===== config.mk =====
export PLATFORM = sky130hd
export DESIGN_NAME = rx_byte_queue
export DESIGN_NICKNAME = d
export VERILOG_FILES = /design/src/rtl/rxq_pkg.sv /design/src/rtl/rxq_route.sv /design/src/rtl/rxq_ctrl.sv /design/src/rtl/rxq_store.sv /design/src/rtl/rx_byte_queue.sv
export SDC_FILE = /design/constraint.sdc
export NUM_CORES = 1
export LEC_CHECK = 0
export BUFFER_PORTS_ARGS = -buffer_cell sky130_fd_sc_hd__buf_2
export CELL_PAD_IN_SITES_DETAIL_PLACEMENT = 2
export CELL_PAD_IN_SITES_GLOBAL_PLACEMENT = 2
export CORE_ASPECT_RATIO = 1.25
export CORE_UTILIZATION = 42
export CTS_CLUSTER_SIZE = 20
export DETAILED_ROUTE_END_ITERATION = 10
export GPL_ROUTABILITY_DRIVEN = 0
export PLACE_DENSITY = 0.84
export SYNTH_ARGS = -nofsm -noshare
export SYNTH_HDL_FRONTEND = slang
export SYNTH_SLANG_ARGS = --single-unit

===== constraint.sdc =====
create_clock -name clk -period 3.5 [get_ports clk]
set_input_delay 0.7 -clock clk [delete_from_list [all_inputs] [get_ports clk]]
set_output_delay 0.7 -clock clk [all_outputs]
set_load 0.005 [all_outputs]

===== src/rtl/rxq_pkg.sv =====
// Shared types for the receive byte queue.
package rxq_pkg;
    typedef enum logic [1:0] {
        CH_NORMAL = 2'd0,
        CH_ECHO   = 2'd1,
        CH_LOCAL  = 2'd2,
        CH_REMOTE = 2'd3
    } chan_mode_e;
endpackage


===== src/rtl/rxq_route.sv =====
// Byte router: decides, from the channel mode, which incoming byte is
// offered to the queue and which is forwarded to the transmitter.
// Assumes at most one source matters per mode; purely combinational.
module rxq_route #(
    parameter int DW = 8
) (
    input  logic [1:0]    mode,
    input  logic          rx_valid,
    input  logic [DW-1:0] rx_byte,
    input  logic          bus_wr,
    input  logic [DW-1:0] bus_wdata,
    output logic          push_req,
    output logic [DW-1:0] push_byte,
    output logic          fwd_req,
    output logic [DW-1:0] fwd_byte
);
    import rxq_pkg::*;

    // Mode decode for store and forward paths
    always_comb begin
        push_req  = 1'b0;
        push_byte = rx_byte;
        fwd_req   = 1'b0;
        fwd_byte  = rx_byte;
        unique case (chan_mode_e'(mode))
            CH_NORMAL: begin
                push_req = rx_valid;
                fwd_req  = bus_wr;
                fwd_byte = bus_wdata;
            end
            CH_ECHO: begin
                push_req = rx_valid;
                fwd_req  = rx_valid;
            end
            CH_LOCAL: begin
                push_req  = bus_wr;
                push_byte = bus_wdata;
            end
            CH_REMOTE: begin
                fwd_req = rx_valid;
            end
        endcase
    end
endmodule


===== src/rtl/rxq_ctrl.sv =====
// Receiver control state: enable and disable bits and trigger threshold.
// Assumes control writes are single-cycle strobes; reset command is not stored.
module rxq_ctrl #(
    parameter int              TRIG_W   = 6,
    parameter logic [TRIG_W-1:0] TRIG_RST = 6'h20
) (
    input  logic              clk,
    input  logic              rst_n,
    input  logic              ctl_wr,
    input  logic              ctl_rx_rst,
    input  logic              ctl_rx_en,
    input  logic              ctl_rx_dis,
    input  logic              trig_wr,
    input  logic [TRIG_W-1:0] trig_wdata,
    output logic              rx_on,
    output logic              flush,
    output logic [TRIG_W-1:0] trig_level
);
    logic en_q;
    logic dis_q;

    // Enable/disable bits, reset to disabled
    always_ff @(posedge clk) begin
        if (!rst_n) begin
            en_q  <= 1'b0;
            dis_q <= 1'b1;
        end else if (ctl_wr) begin
            en_q  <= ctl_rx_en;
            dis_q <= ctl_rx_dis;
        end
    end

    // Trigger threshold register
    always_ff @(posedge clk) begin
        if (!rst_n)       trig_level <= TRIG_RST;
        else if (trig_wr) trig_level <= trig_wdata;
    end

    assign rx_on = en_q & ~dis_q;
    assign flush = ctl_wr & ctl_rx_rst;
endmodule


===== src/rtl/rxq_store.sv =====
// Circular byte store with occupancy count. Refuses a push when full
// (reported as drop) and a pop when empty. Flush has priority over both.
module rxq_store #(
    parameter int DEPTH = 16,
    parameter int DW    = 8,
    localparam int AW   = (DEPTH > 1) ? $clog2(DEPTH) : 1,
    localparam int CW   = $clog2(DEPTH + 1)
) (
    input  logic          clk,
    input  logic          rst_n,
    input  logic          flush,
    input  logic          push,
    input  logic [DW-1:0] push_data,
    input  logic          pop,
    output logic          push_acc,
    output logic          pop_acc,
    output logic          drop,
    output logic [DW-1:0] head,
    output logic [CW-1:0] occ
);
    logic [DW-1:0] mem [DEPTH];
    logic [AW-1:0] wptr;
    logic [AW-1:0] rptr;
    logic          is_full;

    function automatic logic [AW-1:0] ptr_inc(input logic [AW-1:0] p);
        return (p == AW'(DEPTH - 1)) ? '0 : p + 1'b1;
    endfunction

    assign is_full  = (occ == CW'(DEPTH));
    assign push_acc = push & ~is_full;
    assign drop     = push & is_full;
    assign pop_acc  = pop & (occ != '0);
    assign head     = mem[rptr];

    // Pointer and occupancy bookkeeping
    always_ff @(posedge clk) begin
        if (!rst_n || flush) begin
            wptr <= '0;
            rptr <= '0;
            occ  <= '0;
        end else begin
            if (push_acc) wptr <= ptr_inc(wptr);
            if (pop_acc)  rptr <= ptr_inc(rptr);
            case ({push_acc, pop_acc})
                2'b10:   occ <= occ + 1'b1;
                2'b01:   occ <= occ - 1'b1;
                default: occ <= occ;
            endcase
        end
    end

    // Data storage write
    always_ff @(posedge clk) begin
        if (push_acc && !flush) mem[wptr] <= push_data;
    end
endmodule


===== src/rtl/rx_byte_queue.sv =====
// Receive byte queue top: routes bytes by channel mode, gates the queue
// with the receiver enable, registers read data, forwarded byte and overrun.
// Assumes one bus access (read or write) per cycle at most.
module rx_byte_queue #(
    parameter int DEPTH  = 16,
    parameter int DW     = 8,
    parameter int TRIG_W = 6,
    localparam int CW    = $clog2(DEPTH + 1)
) (
    input  logic              clk,
    input  logic              rst_n,
    input  logic [1:0]        chan_mode,
    input  logic              rx_valid,
    input  logic [DW-1:0]     rx_byte,
    input  logic              bus_wr,
    input  logic [DW-1:0]     bus_wdata,
    input  logic              bus_rd,
    output logic [DW-1:0]     rd_data,
    input  logic              ctl_wr,
    input  logic              ctl_rx_rst,
    input  logic              ctl_rx_en,
    input  logic              ctl_rx_dis,
    input  logic              trig_wr,
    input  logic [TRIG_W-1:0] trig_wdata,
    output logic              tx_valid,
    output logic [DW-1:0]     tx_byte,
    output logic              st_empty,
    output logic              st_full,
    output logic              st_trig,
    output logic              ovr_pulse
);
    logic              push_req;
    logic [DW-1:0]     push_byte;
    logic              fwd_req;
    logic [DW-1:0]     fwd_byte;
    logic              rx_on;
    logic              flush;
    logic [TRIG_W-1:0] trig_level;
    logic              push_acc;
    logic              pop_acc;
    logic              drop;
    logic [DW-1:0]     head;
    logic [CW-1:0]     occ;

    rxq_route #(.DW(DW)) u_route (
        .mode      (chan_mode),
        .rx_valid  (rx_valid),
        .rx_byte   (rx_byte),
        .bus_wr    (bus_wr),
        .bus_wdata (bus_wdata),
        .push_req  (push_req),
        .push_byte (push_byte),
        .fwd_req   (fwd_req),
        .fwd_byte  (fwd_byte)
    );

    rxq_ctrl #(.TRIG_W(TRIG_W)) u_ctrl (
        .clk        (clk),
        .rst_n      (rst_n),
        .ctl_wr     (ctl_wr),
        .ctl_rx_rst (ctl_rx_rst),
        .ctl_rx_en  (ctl_rx_en),
        .ctl_rx_dis (ctl_rx_dis),
        .trig_wr    (trig_wr),
        .trig_wdata (trig_wdata),
        .rx_on      (rx_on),
        .flush      (flush),
        .trig_level (trig_level)
    );

    rxq_store #(.DEPTH(DEPTH), .DW(DW)) u_store (
        .clk       (clk),
        .rst_n     (rst_n),
        .flush     (flush),
        .push      (push_req & rx_on),
        .push_data (push_byte),
        .pop       (bus_rd & rx_on),
        .push_acc  (push_acc),
        .pop_acc   (pop_acc),
        .drop      (drop),
        .head      (head),
        .occ       (occ)
    );

    // Status flags from the occupancy
    assign st_empty = (occ == '0);
    assign st_full  = (occ == CW'(DEPTH));
    assign st_trig  = (32'(occ) >= 32'(trig_level));

    // Forward path to the transmitter
    always_ff @(posedge clk) begin
        if (!rst_n) begin
            tx_valid <= 1'b0;
            tx_byte  <= '0;
        end else begin
            tx_valid <= fwd_req;
            if (fwd_req) tx_byte <= fwd_byte;
        end
    end

    // Read data: head on an accepted pop, zero on any other read
    always_ff @(posedge clk) begin
        if (!rst_n)      rd_data <= '0;
        else if (bus_rd) rd_data <= pop_acc ? head : '0;
    end

    // One-cycle overrun indication
    always_ff @(posedge clk) begin
        if (!rst_n) ovr_pulse <= 1'b0;
        else        ovr_pulse <= drop;
    end
endmodule


# Yosys cells after proc, flatten, opt, wreduce, memory -nomap -nowiden
# Memories as Yosys holds them, arrays and structs flattened. A register that Yosys moved wholly into a read port is not among the register bits.
# Cells that the tools add are included.
[classes]
addsub = 4
multipliers = 0
n_div = 0
n_lt_le_gt_ge = 1
n_eq_ne = 8
shifts = 0
n_mux = 12
n_bitwise = 9
n_reduce_logical = 10
[ops]
columns = ["op", "n"]
rows = [
  ["two-way mux 8 bit", 3],
  ["two-way mux 4 bit", 4],
  ["case mux 5 bit (2 select lines)", 1],
  ["adder 4 x 1 -> 4 bit, second input constant", 2],
  ["equality test 4 bit, second input constant", 2],
  ["bitwise AND 1 bit", 7],
  ["equality test 2 bit, second input constant", 3],
  ["greater-or-equal comparator 5 x 6 -> 1 bit", 1],
  ["adder 5 x 1 -> 5 bit, second input constant", 1],
  ["equality test 5 bit, second input constant", 1],
  ["logical NOT 5 bit", 1],
  ["nonzero test 5 bit", 1],
  ["subtractor 5 x 1 -> 5 bit, second input constant", 1],
  ["equality test 2 x 1 -> 1 bit, second input constant", 2],
  ["case mux 1 bit (2 select lines)", 2],
  ["OR reduction 2 bit", 2],
  ["logical NOT 1 bit", 2],
  ["logical NOT 2 bit", 1],
  ["two-way mux 1 bit", 2],
  ["inverter 1 bit", 2],
  ["nonzero test 2 bit", 1],
  ["logical AND 1 bit", 1],
  ["logical OR 1 bit", 1],
]
[totals]
regBits = 39
latchBits = 0
mem_bits_rw = 128
romBits = 0
inputBits = 34
output_inout_bits = 21
wordCells = 55
n_memories = 1
[memory_table]
columns = ["memory", "words", "word_bits", "read_ports", "rd_clocked_by_memory_dff", "write_ports", "line_no", "rtl"]
rows = [
  ["u_store.mem", 16, 8, 1, 1, 1, "rxq_store.sv:21", "logic [DW-1:0] mem [DEPTH];"],
]

# Longest topological paths before layout
[logic_depth]
depth_word = 8
ltp_mapped = 12
depth_no_buf = 11

# Hierarchy
# Synthesis repeated with hierarchy kept, for this count alone.
[hier_totals]
cells_unflattened = 465
hier_area_um2 = 7268.2
[by_module_without_submodules]
columns = ["module", "n_inst", "cells_each", "area_each_um2", "seq_area_each_um2"]
rows = [
  ["rxq_store", 1, 328, 5901.9, 4184.0],
  ["rx_byte_queue", 1, 85, 824.5, 360.3],
  ["rxq_ctrl", 1, 27, 309.0, 160.2],
  ["rxq_route", 1, 25, 232.7, 0.0],
]

# Worst setup path after synthesis
# No wires, ideal clock.
[synth_path]
path_kind = "input-to-reg"
from = "input chan_mode[0]"
to = "register u_store.occ[4]"
setup_time_ns = 0.062
arrival_ns = 2.859
required_time_ns = 3.438
path_slack_ns = 0.579
path_stages = 11
n_path_buf = 0
path_cell_list = "nand3b_1 -> a221oi_4 -> inv_1 -> ha_1 -> xor2_1 -> ha_1 -> a211o_1 -> a211o_1 -> nor4_1 -> a31oi_1 -> nand3_1"
[synth_via]
elab_chain_len = 7
word_cells_on_any_way = 11
classes_between = "eq/ne: 4; mux: 2; bitwise: 2; reduce/logical: 3"
[synth_rtl]
columns = ["element", "line_no", "rtl"]
rows = [
  ["start: declaration", "rx_byte_queue.sv:12", "input logic [1:0] chan_mode,"],
  ["equality test 2 x 1 -> 1 bit or logical NOT 2 bit (tied branches)", "rxq_route.sv:25", "unique case (chan_mode_e'(mode))"],
  ["OR reduction 2 bit (no line)", "n/a", ""],
  ["case mux 1 bit (2 select lines) *", "rxq_route.sv:25", ""],
  ["bitwise AND 1 bit *", "rx_byte_queue.sv:75", ".push (push_req & rx_on),"],
  ["bitwise AND 1 bit *", "rxq_store.sv:31", "assign push_acc = push & ~is_full;"],
  ["equality test 2 x 1 -> 1 bit or equality test 2 bit (tied branches)", "rxq_store.sv:45", "case ({push_acc, pop_acc})"],
  ["case mux 5 bit (2 select lines) or nonzero test 2 bit (tied branches)", "n/a", ""],
  ["end signal: assignment", "rxq_store.sv:46", "2'b10: occ <= occ + 1'b1;"],
  ["end signal: assignment", "rxq_store.sv:47", "2'b01: occ <= occ - 1'b1;"],
  ["end: declaration", "rxq_store.sv:19", "output logic [CW-1:0] occ"],
]
# Every way passes the cells marked *; elsewhere a longest branch is shown, timed or not.
# A chain may end at the register's enable or synchronous reset.

# Worst setup path in the final report
[layout_path]
from = "register u_store.occ[1]"
to = "register u_store.occ[4]"
[layout_via]
elab_chain_len = 5
word_cells_on_any_way = 11
classes_between = "add/sub: 2; eq/ne: 3; mux: 1; bitwise: 3; reduce/logical: 2"
[layout_rtl]
columns = ["element", "line_no", "rtl"]
rows = [
  ["equality test 5 bit", "rxq_store.sv:30", "assign is_full = (occ == CW'(DEPTH));"],
  ["inverter 1 bit", "rxq_store.sv:31", ""],
  ["bitwise AND 1 bit", "rxq_store.sv:31", ""],
  ["equality test 2 x 1 -> 1 bit or equality test 2 bit (tied branches)", "rxq_store.sv:45", ""],
  ["case mux 5 bit (2 select lines) or nonzero test 2 bit (tied branches)", "n/a", ""],
]
# Several ways; a longest one is shown, not always the timed one.

==> results.json <==
{
  "grt_pass1_wl_um": 32400,
  "required_ns": 3.88,
  "async_flop_share_pct": 0,
  "setup_viol": 0,
  "gr-total-overflow": 0,
  "ctsHoldBuffers": 0,
  "cp-start-kind": "flop",
  "fin_util_pct": 49.61,
  "finalCriticalPeriod_ns": 3.056,
  "avgViaCountPerCell": 5.826,
  "seqPwrFrac_pct": 52.6,
  "cts_root_buf": "clkbuf_16",
  "antenna_found_initial": 0,
  "start_util_pct": 42.79,
  "p_int_mw": 3.235,
  "first_pass_iters": 4,
  "cts.clk_slew.worst_paths_ns": 0.07,
  "yosysWarnings": 0,
  "slew_violations": 0,
  "die_w_um": 118.7,
  "fp.dieH_um": 147.9,
  "yosysUniqueCellTypes": 54,
  "synth_top_area_cell": "edfxtp_1",
  "core_um2": 16710,
  "track_usage_pct": 26.39,
  "postCtsSetupRepairBufs": 0,
  "worst-setup-path-type": "flop to flop",
  "crit_path_max_fanout": 9,
  "fmax_ghz": 0.3272,
  "endpoint_kind": "flop",
  "drive_gt1_share_pct": 30.34,
  "syn-mean-instance-area_um2": 15.86,
  "drc_errors": 0,
  "syn_nets": 499,
  "fin_area_um2": 8290,
  "synth_top_cell_area_share_pct": 53.75,
  "portBuffers": 54,
  "detailed_place_hpwl_um": 13660,
  "drv_cap": 0,
  "clock_latency_ns": 0.45,
  "switching_share_pct": 23.00,
  "clockPowerShare_pct": 43.6,
  "maxSlewHeadroom_pct": 35.16,
  "grt_max_degree": 33,
  "synthFlopType": "edfxtp_1",
  "rows": 53,
  "post-route-period-util_pct": 87.32,
  "ctsResizeCount": 0,
  "synth_seq_area_share_pct": 65.79,
  "grt_setup_unrepaired": "no",
  "finalSetupTns_ns": 0,
  "grt_pass1_vias": 4940,
  "status": "complete, no violations",
  "num_vias": 4393,
  "combPwrFrac_pct": 3.7,
  "irDropWorstVdd_uv": 338.9,
  "hp-class": "primary input to flop",
  "total_power_mw": 4.202,
  "synth_edf_count": 128,
  "switchingPower_uw": 966.5,
  "numCtsBuffers": 17,
  "synthTopCellsByArea": "edfxtp_1 (54%), dfxtp_1 (12%), mux4_2 (10%)",
  "power_per_cell_area_nw_per_um2": 506.8,
  "fin_skew_ns": 0.01836,
  "placed_cell_area_um2": 7740,
  "dieArea_um2": 17550,
  "syn_area_um2": 7151,
  "ios": 55,
  "routed_wl_um": 21980,
  "diodes": 0,
  "area_growth_pct": 15.94,
  "max-clock-path-buffers": 2,
  "ys_ff_latch": 171,
  "wire_per_inst_um": 29.16,
  "cts_sinks": 171,
  "critPathArrivalTime_ns": 3.44,
  "h-tree-depth": 4,
  "drt-initial-drc-count": 289,
  "syn-instance-count": 451,
  "worst_pin_slew_ns": 0.9706,
  "nets": 569,
  "power.leakage_nw": 2.922,
  "cts_tree": "yes",
  "drtAntennaViolNets": 0,
  "hold_slack_ns": 0.4924,
  "hold_viol_final": 0
}
sequential cells by signal, summed over array words and instances (netlist names), 4 cells and up, named ones only:
signal,cells
u_store.mem,128
u_store.rptr,4
rd_data,8
u_store.occ,5
u_ctrl.trig_level,6
u_store.wptr,4
tx_byte,8
synth_stat cells (2+ instances only):
library cell and number:
nor3_2 3, nor2_1 23, nor2b_1 8, nor3_1 2, nand2_2 3, a211oi_1 2, and3_1 2, a211o_1 2
mux4_2 32, buf_1 4, buf_4 2, mux2i_1 27, edfxtp_1 128, o221ai_1 8, ha_1 14, inv_1 10
clkbuf_1 7, buf_2 10, xor2_1 4, nand3b_1 2, nand2_1 31, a21oi_1 7, nor4_1 2, nand2b_1 7
a31oi_1 2, mux2_2 9, and2_2 2, o211a_1 9, dfxtp_1 43, o21ai_0 11, nand3_1 12
layout by cell type, fill, tap and decap left out, types with 2 or more instances in the layout:
cell         n
dfxtp_1     43
a211o_1      2
o21ai_0     11
a211oi_1     2
mux4_2      32
buf_4       20
clkinv_4     3
xor2_1       4
nand2_1     31
a21oi_1      7
nor3_1       2
edfxtp_1   128
mux2_2       9
ha_1        14
clkinv_2     4
buf_2       54
and2_2       2
nor4_1       2
and3_1       2
nand3b_1     2
clkbuf_1     2
o221ai_1     8
a31oi_1      2
nor2b_1      8
inv_6        2
nand2_2      3
nor3_2       3
mux2i_1     27
clkbuf_16   17
inv_1       10
nor2_1      23
nand3_1     12
o211a_1      9
nand2b_1     7
routing by layer:
layer / track usage, % / wire length (µm)
met2: 48.95 / 12100
met4: 9.620 / 475
met5: 0 / 0
met3: 4.514 / 591
met1: 30.35 / 8811
per-stage QoR:
stage                     worst slack (ns)  instances
after CTS                           0.4829        754
after floorplan                     0.5793        451
after detailed placement            0.2070        722
after global routing                0.3021        754
final                               0.4437        754
after global placement              0.3968        722
kinds of logic after synthesis:
| group | after synthesis | synth area share [%] |
|---|---|---|
| DFF | 171 | 65.79 |
| muxes | 68 | 15.28 |
| and+or+nand+nor | 109 | 8.172 |
| xor gates and xnor gates | 5 | 0.6124 |
| AOI/OAI and AO/OA | 51 | 5.687 |
| buffers and inverters | 33 | 2.012 |
| adders and majority gates | 14 | 2.450 |
power by group through the flow:
stage                     combinational [mW]  sequential [mW]  clock [mW]
after floorplan                       0.0765             2.25           0
after global placement                 0.132             2.25           0
after detailed placement               0.152             2.26           0
after CTS                              0.156             2.21        1.85
after global routing                   0.166             2.21        1.90
final                                  0.157             2.21        1.83
worst max-delay path: stages, from the launching register on:
cell and delay [ns]:
dfxtp_1 0.42, nor4_4 0.52, a211oi_4 0.11, buf_4 0.20, ha_1 0.29, xor2_1 0.19, ha_1 0.23, a211o_1 0.27
a211o_1 0.31, nor4_1 0.25, a31oi_1 0.11, nand3_1 0.09
layout make-up:
type	instances	area, µm²
Sequential cell	171	4705
Clock buffer	19	432.9
Timing Repair Buffer	74	420.4
Inverter	10	37.54
Multi-Input combinational cell	247	2302
Tap cell	220	275.3
Clock inverter	13	117.6
Fill cell	1562	8421
path summary, 6_finish.rpt:
kind,start,to,slack (ns),depth (start not counted)
max,u_store.occ[1],u_store.occ[4],0.44,11
min,trig_wdata[5],u_ctrl.trig_level[5],0.49,3
max reg2reg,u_store.occ[1],u_store.occ[4],0.44,11
min reg2reg,u_ctrl.trig_level[5],u_ctrl.trig_level[5],0.50,2
(Power assumes the default switching activity.)
